--- config.mk ---
export PLATFORM = sky130hd
export DESIGN_NAME = wt_dcache
export DESIGN_NICKNAME = d
export VERILOG_FILES = /design/src/rtl/wtc_pkg.sv /design/src/rtl/wtc_region.sv /design/src/rtl/wtc_tag_store.sv /design/src/rtl/wtc_data_store.sv /design/src/rtl/wtc_ctrl.sv /design/src/rtl/wt_dcache.sv
export SDC_FILE = /design/constraint.sdc
export NUM_CORES = 1
export LEC_CHECK = 0
export BUFFER_PORTS_ARGS = -buffer_cell sky130_fd_sc_hd__buf_2
export CAP_MARGIN = 10
export CORE_UTILIZATION = 30
export DETAILED_ROUTE_END_ITERATION = 8
export GPL_TIMING_DRIVEN = 0
export PLACE_DENSITY = 0.57
export SYNTH_ARGS = -nofsm -noshare
export SYNTH_HDL_FRONTEND = slang
export SYNTH_SLANG_ARGS = --single-unit
export TNS_END_PERCENT = 100
--- constraint.sdc ---
create_clock -name clk -period 3 [get_ports clk]
set_input_delay 0.6 -clock clk [delete_from_list [all_inputs] [get_ports clk]]
set_output_delay 0.6 -clock clk [all_outputs]
set_load 0.05 [all_outputs]
--- src/rtl/wtc_pkg.sv ---
package wtc_pkg;
  typedef enum logic [1:0] {
    ST_IDLE = 2'd0,
    ST_LOOK = 2'd1,
    ST_MEM  = 2'd2,
    ST_RESP = 2'd3
  } wtc_state_e;
endpackage

--- src/rtl/wtc_region.sv ---
module wtc_region #(
  parameter int                ADDR_W      = 16,
  parameter logic [ADDR_W-1:0] CACHE_BASE  = 16'h0400,
  parameter logic [ADDR_W-1:0] CACHE_LIMIT = 16'h7FFF
) (
  input  logic [ADDR_W-1:0] addr,
  output logic              cacheable
);
  // inclusive window; everything else is treated as device space
  assign cacheable = (addr >= CACHE_BASE) && (addr <= CACHE_LIMIT);
endmodule

--- src/rtl/wtc_tag_store.sv ---
module wtc_tag_store #(
  parameter int LINES = 16,
  parameter int TAG_W = 10,
  localparam int IDX_W = $clog2(LINES)
) (
  input  logic             clk,
  input  logic             rst_n,
  input  logic [IDX_W-1:0] look_idx,
  input  logic [TAG_W-1:0] look_tag,
  output logic             look_hit,
  input  logic             fill_en,
  input  logic             snp_valid,
  input  logic [IDX_W-1:0] snp_idx,
  input  logic [TAG_W-1:0] snp_tag,
  input  logic             flush
);
  logic [LINES-1:0] valid_q, valid_n;
  logic [TAG_W-1:0] tag_q [LINES];
  logic             snp_kill;

  assign look_hit = valid_q[look_idx] && (tag_q[look_idx] == look_tag);
  assign snp_kill = snp_valid && valid_q[snp_idx] && (tag_q[snp_idx] == snp_tag);

  // next valid vector: invalidate-all over snoop over fill
  always_comb begin
    valid_n = valid_q;
    if (fill_en)  valid_n[look_idx] = 1'b1;
    if (snp_kill) valid_n[snp_idx]  = 1'b0;
    if (flush)    valid_n           = '0;
  end

  always_ff @(posedge clk or negedge rst_n) begin
    if (!rst_n) valid_q <= '0;
    else        valid_q <= valid_n;
  end

  // tag array, one enable per entry
  for (genvar g = 0; g < LINES; g++) begin : g_tag
    always_ff @(posedge clk) begin
      if (fill_en && (look_idx == IDX_W'(g))) tag_q[g] <= look_tag;
    end
  end

  p_flush_clears_r7: assert property (@(posedge clk) disable iff (!rst_n)
    flush |=> (valid_q == '0));

  p_snoop_drops_r6: assert property (@(posedge clk) disable iff (!rst_n)
    snp_kill |=> !valid_q[$past(snp_idx)]);
endmodule

--- src/rtl/wtc_data_store.sv ---
module wtc_data_store #(
  parameter int LINES      = 16,
  parameter int LINE_BYTES = 4,
  parameter int DATA_W     = 8,
  localparam int IDX_W  = $clog2(LINES),
  localparam int OFF_W  = $clog2(LINE_BYTES),
  localparam int LINE_W = LINE_BYTES * DATA_W
) (
  input  logic              clk,
  input  logic [IDX_W-1:0]  idx,
  input  logic [OFF_W-1:0]  off,
  input  logic              fill_en,
  input  logic [LINE_W-1:0] fill_line,
  input  logic              wr_en,
  input  logic [DATA_W-1:0] wr_byte,
  output logic [DATA_W-1:0] rd_byte
);
  logic [LINE_W-1:0] data_q [LINES];
  logic [LINE_W-1:0] line_n;
  logic              upd;

  assign rd_byte = data_q[idx][off*DATA_W +: DATA_W];

  always_comb begin
    line_n = data_q[idx];
    upd    = fill_en || wr_en;
    if (fill_en)    line_n = fill_line;
    else if (wr_en) line_n[off*DATA_W +: DATA_W] = wr_byte;
  end

  for (genvar g = 0; g < LINES; g++) begin : g_line
    always_ff @(posedge clk) begin
      if (upd && (idx == IDX_W'(g))) data_q[g] <= line_n;
    end
  end
endmodule

--- src/rtl/wtc_ctrl.sv ---
module wtc_ctrl
  import wtc_pkg::*;
#(
  parameter int ADDR_W     = 16,
  parameter int DATA_W     = 8,
  parameter int LINES      = 16,
  parameter int LINE_BYTES = 4,
  localparam int IDX_W  = $clog2(LINES),
  localparam int OFF_W  = $clog2(LINE_BYTES),
  localparam int LINE_W = LINE_BYTES * DATA_W
) (
  input  logic              clk,
  input  logic              rst_n,
  input  logic              cpu_req,
  input  logic              cpu_we,
  input  logic [ADDR_W-1:0] cpu_addr,
  input  logic [DATA_W-1:0] cpu_wdata,
  output logic              cpu_busy,
  output logic              cpu_done,
  output logic [DATA_W-1:0] cpu_rdata,
  output logic              mem_req,
  output logic              mem_we,
  output logic [ADDR_W-1:0] mem_addr,
  output logic [DATA_W-1:0] mem_wdata,
  input  logic              mem_ack,
  input  logic [LINE_W-1:0] mem_rdata,
  input  logic              cacheable,
  input  logic              look_hit,
  input  logic [DATA_W-1:0] rd_byte,
  input  logic              snp_valid,
  input  logic [IDX_W-1:0]  snp_idx,
  input  logic              flush,
  output logic              fill_en,
  output logic              wr_en
);
  wtc_state_e        state_q, state_n;
  logic [ADDR_W-1:0] addr_q, addr_n;
  logic              we_q, we_n;
  logic [DATA_W-1:0] wdata_q, wdata_n, rdata_q, rdata_n;
  logic              kill_q, kill_n;
  logic              seen_q, seen_n;
  logic              snp_same;
  logic [DATA_W-1:0] lane;

  assign snp_same  = snp_valid && (snp_idx == addr_q[OFF_W +: IDX_W]);
  assign lane      = mem_rdata[addr_q[OFF_W-1:0]*DATA_W +: DATA_W];
  assign cpu_busy  = (state_q != ST_IDLE);
  assign cpu_rdata = rdata_q;
  assign mem_we    = we_q;
  assign mem_addr  = addr_q;
  assign mem_wdata = wdata_q;

  always_comb begin
    state_n  = state_q;
    addr_n   = addr_q;
    we_n     = we_q;
    wdata_n  = wdata_q;
    rdata_n  = rdata_q;
    kill_n   = kill_q;
    seen_n   = seen_q;
    fill_en  = 1'b0;
    wr_en    = 1'b0;
    mem_req  = 1'b0;
    cpu_done = 1'b0;
    unique case (state_q)
      ST_IDLE: begin
        if (cpu_req) begin
          addr_n  = cpu_addr;
          we_n    = cpu_we;
          wdata_n = cpu_wdata;
          seen_n  = 1'b0;
          kill_n  = flush || (snp_valid && (snp_idx == cpu_addr[OFF_W +: IDX_W]));
          state_n = ST_LOOK;
        end
      end
      ST_LOOK: begin
        kill_n = kill_q || flush || snp_same;
        if (!we_q && cacheable && look_hit) begin
          rdata_n = rd_byte;
          state_n = ST_RESP;
        end else begin
          state_n = ST_MEM;
        end
      end
      ST_MEM: begin
        mem_req = 1'b1;
        kill_n  = kill_q || flush || snp_same;
        if (mem_ack) begin
          seen_n  = 1'b1;
          rdata_n = we_q ? '0 : lane;
          fill_en = !we_q && cacheable && !(kill_q || flush || snp_same);
          wr_en   = we_q && cacheable && look_hit;
          state_n = ST_RESP;
        end
      end
      ST_RESP: begin
        cpu_done = 1'b1;
        state_n  = ST_IDLE;
      end
      default: state_n = ST_IDLE;
    endcase
  end

  always_ff @(posedge clk or negedge rst_n) begin
    if (!rst_n) begin
      state_q <= ST_IDLE;
      addr_q  <= '0;
      we_q    <= 1'b0;
      wdata_q <= '0;
      rdata_q <= '0;
      kill_q  <= 1'b0;
      seen_q  <= 1'b0;
    end else begin
      state_q <= state_n;
      addr_q  <= addr_n;
      we_q    <= we_n;
      wdata_q <= wdata_n;
      rdata_q <= rdata_n;
      kill_q  <= kill_n;
      seen_q  <= seen_n;
    end
  end

  p_done_pulse_r1: assert property (@(posedge clk) disable iff (!rst_n)
    cpu_done |=> !cpu_done);

  p_store_reached_mem_r3: assert property (@(posedge clk) disable iff (!rst_n)
    (cpu_done && we_q) |-> seen_q);

  p_addr_held_r11: assert property (@(posedge clk) disable iff (!rst_n)
    (mem_req && !mem_ack) |=> (mem_req && $stable(mem_addr)));

  p_busy_ignores_r10: assert property (@(posedge clk) disable iff (!rst_n)
    (cpu_req && cpu_busy) |=> $stable(addr_q));
endmodule

--- src/rtl/wt_dcache.sv ---
module wt_dcache #(
  parameter int                ADDR_W      = 16,
  parameter int                DATA_W      = 8,
  parameter int                LINES       = 16,
  parameter int                LINE_BYTES  = 4,
  parameter logic [ADDR_W-1:0] CACHE_BASE  = 16'h0400,
  parameter logic [ADDR_W-1:0] CACHE_LIMIT = 16'h7FFF,
  localparam int IDX_W  = $clog2(LINES),
  localparam int OFF_W  = $clog2(LINE_BYTES),
  localparam int TAG_W  = ADDR_W - IDX_W - OFF_W,
  localparam int LINE_W = LINE_BYTES * DATA_W
) (
  input  logic                    clk,
  input  logic                    rst_n,
  input  logic                    cpu_req,
  input  logic                    cpu_we,
  input  logic [ADDR_W-1:0]       cpu_addr,
  input  logic [DATA_W-1:0]       cpu_wdata,
  output logic                    cpu_busy,
  output logic                    cpu_done,
  output logic [DATA_W-1:0]       cpu_rdata,
  output logic                    mem_req,
  output logic                    mem_we,
  output logic [ADDR_W-1:0]       mem_addr,
  output logic [DATA_W-1:0]       mem_wdata,
  input  logic                    mem_ack,
  input  logic [LINE_W-1:0]       mem_rdata,
  input  logic                    snp_valid,
  input  logic [ADDR_W-OFF_W-1:0] snp_line,
  input  logic                    inv_all
);
  logic              rst_meta_q, rst_sync_q;
  logic              cacheable, look_hit, fill_en, wr_en;
  logic [DATA_W-1:0] rd_byte;
  logic [IDX_W-1:0]  snp_idx;
  logic [TAG_W-1:0]  snp_tag;

  // asynchronous assertion, synchronous release
  always_ff @(posedge clk or negedge rst_n) begin
    if (!rst_n) begin
      rst_meta_q <= 1'b0;
      rst_sync_q <= 1'b0;
    end else begin
      rst_meta_q <= 1'b1;
      rst_sync_q <= rst_meta_q;
    end
  end

  assign snp_idx = snp_line[IDX_W-1:0];
  assign snp_tag = snp_line[ADDR_W-OFF_W-1:IDX_W];

  wtc_region #(.ADDR_W(ADDR_W), .CACHE_BASE(CACHE_BASE), .CACHE_LIMIT(CACHE_LIMIT)) u_region (
    .addr(mem_addr), .cacheable(cacheable)
  );

  wtc_tag_store #(.LINES(LINES), .TAG_W(TAG_W)) u_tags (
    .clk(clk), .rst_n(rst_sync_q),
    .look_idx(mem_addr[OFF_W +: IDX_W]), .look_tag(mem_addr[ADDR_W-1 -: TAG_W]),
    .look_hit(look_hit), .fill_en(fill_en),
    .snp_valid(snp_valid), .snp_idx(snp_idx), .snp_tag(snp_tag), .flush(inv_all)
  );

  wtc_data_store #(.LINES(LINES), .LINE_BYTES(LINE_BYTES), .DATA_W(DATA_W)) u_data (
    .clk(clk), .idx(mem_addr[OFF_W +: IDX_W]), .off(mem_addr[OFF_W-1:0]),
    .fill_en(fill_en), .fill_line(mem_rdata),
    .wr_en(wr_en), .wr_byte(mem_wdata), .rd_byte(rd_byte)
  );

  wtc_ctrl #(.ADDR_W(ADDR_W), .DATA_W(DATA_W), .LINES(LINES), .LINE_BYTES(LINE_BYTES)) u_ctrl (
    .clk(clk), .rst_n(rst_sync_q),
    .cpu_req(cpu_req), .cpu_we(cpu_we), .cpu_addr(cpu_addr), .cpu_wdata(cpu_wdata),
    .cpu_busy(cpu_busy), .cpu_done(cpu_done), .cpu_rdata(cpu_rdata),
    .mem_req(mem_req), .mem_we(mem_we), .mem_addr(mem_addr), .mem_wdata(mem_wdata),
    .mem_ack(mem_ack), .mem_rdata(mem_rdata),
    .cacheable(cacheable), .look_hit(look_hit), .rd_byte(rd_byte),
    .snp_valid(snp_valid), .snp_idx(snp_idx), .flush(inv_all),
    .fill_en(fill_en), .wr_en(wr_en)
  );

  p_fill_on_read_ack_r2: assert property (@(posedge clk) disable iff (!rst_sync_q)
    fill_en |-> (mem_req && mem_ack && !mem_we));

  p_device_bypass_r5: assert property (@(posedge clk) disable iff (!rst_sync_q)
    (mem_req && !cacheable) |-> (!fill_en && !wr_en));
endmodule

# == Word-level counts from Yosys, hierarchy flattened ==
# Memory sizes are Yosys's and may differ from the RTL's.
# Cells that the tools add are included.
# totals
regBits,54
ramBits,672
input_bits,77
output_inout_bits,36
wordCells,325
memories,2
# mem_list
name,depth,width,rd,rd_ports_with_merged_regs,wr,line,text
u_data.data_q,16,32,1,0,1,wtc_data_store.sv:18,logic [LINE_W-1:0] data_q [LINES];
u_tags.tag_q,16,10,2,0,1,wtc_tag_store.sv:18,logic [TAG_W-1:0] tag_q [LINES];
# classes
add_sub_neg,1
order_cmp,6
n_eq_ne,25
n_shift,4
muxes,184
n_bitwise,3
reduce_logical,91
# op_table
op,n
2-to-1 mux 32 bit,17
OR reduction 32 bit,15
2-to-1 mux 10 bit,15
OR reduction 10 bit,15
2-to-1 mux 4 bit,30
2-to-1 mux 1 bit,106
indexed part select 32 x 6 -> 8 bit,2
2-to-1 mux 16 bit,3
logical AND 1 bit,45
negator 5 -> 34 bit,1
variable shift 8 x 34 -> 32 bit (first input constant),1
indexed part select 8 x 34 -> 32 bit,1
bitwise mux 32 bit,1
== test 4 bit (second input constant),8
2-to-1 mux 8 bit,3
== test 10 bit,2
bitwise AND 16 bit,1
== test 4 x 3 -> 1 bit (second input constant),4
>= comparator 16 x 11 -> 1 bit (second input constant),1
less-or-equal comparator 16 x 15 -> 1 bit (second input constant),1
inverter 16 bit,1
bitwise OR 16 bit,1
case mux 8 bit (2 select lines),1
less-than comparator 4 x 5 -> 1 bit (second input constant),2
21 further kinds,37

# == Longest topological paths before layout ==
# depth
depth_word,27
mapped_depth,14
mapped_depth_nobuf,8

# == Cells and area by module ==
# A second synthesis with hierarchy kept.
# hier_totals
hier_cells,1650
hier_area_um2,31128.6
# by_module_without_submodules
module,n_inst,cells_per_inst,area_per_inst_um2,seq_area_each_um2
wtc_data_store,1,978,20297.0,15374.7
wtc_tag_store,1,510,8858.5,5205.0
wtc_ctrl,1,156,1905.6,900.9
wt_dcache,1,3,53.8,50.0
wtc_region,1,3,13.8,0.0

# == Least setup slack after synthesis ==
# No wires, ideal clock.
# synth_timing
path_type,register to register
startpoint,reg u_ctrl.addr_q[2] (netlist: u_ctrl.mem_addr[2])
endpoint,mem u_data.data_q[0][0] (netlist name) (enable)
setup_time_ns,0.502
arrival_time_ns,5.945
required_ns,2.498
slack_ns,-3.446
stages_incl_launch_ff,10
n_path_buf,1
period_less_slack_ns,6.446
path_cell_list,dfrtp_1 > buf_6 > mux4_2 > mux4_2 > xor2_1 > a21oi_1 > nand3_1 > nor4_4 > nor2_1 > nor4_1
# synth_between
elab_chain_len,27
elab_cells_between_ends,130
cone_classes,order compare (2); eq/ne (17); mux (68); reduce/logical (42); memory (1)
# synth_rtl
item,line,text
"start, declared",wtc_ctrl.sv:37,"logic [ADDR_W-1:0] addr_q, addr_n;"
"start signal, assigned",wtc_ctrl.sv:115,addr_q <= addr_n;
branches (longest 27 deep; another with memory read (16 x 10 bit)),--,
"end, declared",wtc_data_store.sv:18,
# Parallel ways; which one is timed is not known. The select of a mux whose other input is x is not followed.

# == Worst setup path after layout ==
# layout_timing
startpoint,reg u_ctrl.addr_q[3] (netlist: u_ctrl.mem_addr[3])
endpoint,mem u_data.data_q[2][30] (netlist name) (data pin)
# layout_between
elab_cells_between_ends,110
cone_classes,order compare (2); eq/ne (16); mux (52); reduce/logical (38); memory (2)
# layout_rtl
item,line,text
memory read (16 x 10 bit) (tied with other cells),--,
== test 10 bit (tied with other cells),wtc_tag_store.sv:21,assign look_hit = valid_q[look_idx] && (tag_q[look_idx] == look_tag);
logical AND 1 bit (tied with other cells),wtc_tag_store.sv:21,
logical AND 1 bit / zero test 1 bit (equally long branches),"wtc_ctrl.sv:92, wtc_ctrl.sv:91",
2-to-1 mux 1 bit / logical AND 1 bit (equally long branches),"wtc_ctrl.sv:88, wtc_ctrl.sv:91",
"2-to-1 mux 1 bit, on equally long branches","wtc_ctrl.sv:65, wtc_ctrl.sv:88",
2-to-1 mux 32 bit / 2-to-1 mux 1 bit (equally long branches),"wtc_data_store.sv:28, wtc_ctrl.sv:65",
2-to-1 mux 32 bit (*),wtc_data_store.sv:27,if (fill_en) line_n = fill_line;
via u_data.line_n[30],wtc_data_store.sv:19,logic [LINE_W-1:0] line_n;
2-to-1 mux 32 bit (no line) (14 in series),--,
2-to-1 mux 32 bit (no line) (*),--,
# Mark *: on every way through the listed nets, which the timed path passes. The rest lies on a longest branch. The select of a mux whose other input is x is not followed.

==> reports/qor.yml <==
timing:
  report.final.slew_viol_count: 0
  fmax_mhz: 262
  skew_ps: 47.9
  setup_viol: 1099
  worstMarginPinSlew_ps: 1250
  period_share: 1.27
  grt_setup_unrepaired: "yes"
  hold_viol: 0
  period_minus_slack_ps: 3820
  relSlewSlack: 0.164
  setup_ws_ps: -823
setup_path:
  rr_startpoint: "u_ctrl.mem_addr[3]"
  path_class: "reg -> reg"
  end_kind: "register"
  rr_endpoint: "u_data.data_q[2][30]"
  reg2reg_setup_slack_ps: -820
  crit_start: "u_ctrl.mem_addr[3]"
  crit_arrival_ps: 4220
  r2r.worst_path.cells: 17
  critPathMaxFanout: 8
  crit_path_start_kind: "register"
  crit_path_end: "u_data.data_q[2][30]"
  critPathRequiredTime_ps: 3400
synthesis:
  netlist_instances: 1536
  ys_async_sr_fraction: 0.0744
  ys_types: 60
  syn_avg_cell_area_um2: 20.3
  synth_top_cell_area_share: 0.647
  yosysTopAreaCell: "edfxtp_1"
  synth-seq-cells: 726
  ys_seq_area_frac: 0.690
  synth.area.top_cells: "edfxtp_1 (65%), mux4_2 (18%), dfrtp_1 (4.3%)"
  synthMostInstantiatedCell: "edfxtp_1"
  synth_common_cells: "edfxtp_1 (672), mux4_2 (249), mux2i_1 (72)"
  synth-edff-count: 672
  synth_area_um2: 31200
  ys.flop_type: "edfxtp_1"
  syn_nets: 1621
  synth_warnings: 0
flow_run:
  maxCapViolations: 0
global_routing:
  grt_max_degree: 35
  grt_usage: 0.179
  grt.overflow.total: 0
  use_met2: 0.273
  grt_pass1_wl_um: 135000
  grt_pass1_vias: 18500
  grt.busiest_layer: "met2"
  antenna_found_initial: 0
  gr-usage-met3: 0.0431
  globalRouteMet1Util: 0.258
detailed_routing:
  drt-initial-drc-count: 2630
  first_pass_iters: 5
  routed_wl_um: 102000
  via_per_inst: 5.59
  ant_nets: 0
  num_vias: 18800
  drc: 0
  wl_per_cell_um: 30.3
finish:
  final_core_util: 0.399
  antenna_cells: 0
  nFillCells: 9102
  instances_no_fill: 3372
  final_layout_size_suffix_gt1_frac: 0.478
  area_growth_pct: 31.2
  final_nets: 2030
pwr:
  peakVddDrop_v: 0.000674
  p_leak_nw: 13.8
  total_power_mw: 41.6
  p_per_area_nw_per_um2: 1020
die:
  io_pins: 113
  die_height_um: 324
  start_util: 0.304
  chipWidth_um: 324
  num_rows: 117
  die-area_um2: 105000
  core-area_um2: 102000
clocking:
  cts-buffers-inserted: 74
  clock-sinks: 726
  worstSkewPairLatency_ps: 650
  cts_root_buffer: "clkbuf_16"
  cts_tree: "built"
  h-tree-depth: 3
  clk_pin_slew_ps: 60
  clk_path_buf_depth: 3
placed_design:
  hpwlAfterDp_um: 63300
  portBuffers: 108
  place_congestion: 0.913
  dp_cells: 3070
outcome:
  violations: "negative setup slack"
  outcome: "finished with violations"
worst_hold_path:
  holdCritPathClass: "in -> reg"
  whs_path_depth: 2
critical path, stage by stage, from the launching register on:
cell and delay, ps:
dfrtp_2 480, buf_12 180, buf_12 140, buf_8 130, buf_6 110, mux2i_1 100, a22o_1 240, o311a_1 310
nor4_2 320, a21o_1 200, nor4_4 70, buf_12 140, buf_12 130, buf_8 120, and2_4 150, buf_8 120
a311o_2 400, clkbuf_16 200
registers in the layout, summed over array words and instances, names as in the netlist:
name,count
u_tags.valid_q,16
u_ctrl.kill_q,1
rst_meta_q,1
u_ctrl.mem_we,1
u_ctrl.cpu_rdata,8
rst_sync_q,1
u_ctrl.state_q,2
u_ctrl.mem_addr,16
u_ctrl.mem_wdata,8
u_tags.tag_q,160
u_data.data_q,512
placed cells by master (no fill, tap or decap), drive strengths merged, types with 5 or more instances in the layout:
cell type  instances
edfxtp           672
buf              342
mux4             252
clkbuf           174
mux2i             73
dfrtp             54
mux2              43
nand2             39
o21ai             37
nor2              24
nor3              23
clkinv            20
nand4             18
inv               18
a211oi            17
xnor2             16
o221a             16
and3              15
and2              13
a311o             12
nand3             11
a21o              10
xor2              10
o211ai             8
o22ai              8
ha                 8
nor4               8
a21oi              8
nand2b             7
bufinv             5
power breakdown:
part           internal, mW  switching, mW
Clock                  5.35           3.99
Combinational          6.80           10.6
Sequential             13.9          0.946
Total                  26.1           15.5
per-layer routing:
layer  wire (µm)  vias to the layer above
met3       11100                      193
met4        2680                        0
met5           0                        -
li1            -                     7420
met2       46200                     1189
met1       42200                    10000
stage by stage:
stage	TNS [ps]	setup slack, ps	hold slack [ps]	cell area, µm²
after CTS	-834720	-843	154	39200
after detailed placement	-3015590	-3020	320	34800
final	-697300	-823	196	40900
after global placement	-3794410	-4110	337	33700
after floorplan	-1067170	-1270	304	31400
after global routing	-818760	-945	166	40900
cell families (layout without fill, tap and decap cells):
| logic type | after synthesis | count (layout) | share of synthesized area |
|---|---|---|---|
| compound gates | 129 | 143 | 0.0320 |
| xor+xnor | 26 | 26 | 0.00730 |
| fa+ha+maj | 8 | 8 | 0.00321 |
| buf+inv | 109 | 562 | 0.0162 |
| flops | 726 | 726 | 0.690 |
| mux | 368 | 368 | 0.223 |
| other cells | 1 | 1 | 0.000120 |
| simple gates | 169 | 170 | 0.0282 |
how the worst min path moves through the flow:
stage | start | end | slack [ps]
3_5_place_dp | rst_sync_q | u_ctrl.cpu_rdata[1] | 320
2_1_floorplan | rst_n | rst_meta_q | 300
6_report | cpu_addr[1] | u_ctrl.mem_addr[1] | 200
5_1_grt | cpu_wdata[3] | u_ctrl.mem_wdata[3] | 170
3_3_place_gp | rst_meta_q | rst_sync_q | 340
4_1_cts | cpu_addr[1] | u_ctrl.mem_addr[1] | 150
area by class of cell:
| cell class | count | area (µm²) | share of cell area |
|---|---|---|---|
| sequential | 726 | 21500 | 0.526 |
| multi-input combinational | 716 | 10400 | 0.253 |
| timing repair buffer | 324 | 4020 | 0.0982 |
| clock buffer | 104 | 2090 | 0.0510 |
| tap | 1368 | 1710 | 0.0418 |
| buffer | 89 | 800 | 0.0195 |
| clock inverter | 31 | 364 | 0.00889 |
| inverter | 14 | 55.1 | 0.00134 |
what timing repair did:
item,in CTS,in global routing
buffers inserted,81,58
endpoints found under the hold margin,2,0
setup endpoints to repair,1212,1209
gates cloned,15,34
resized for setup,240,236
hold buffers,1,0
pin swaps,32,54
Note: power is estimated with default switching activity, not from simulation.
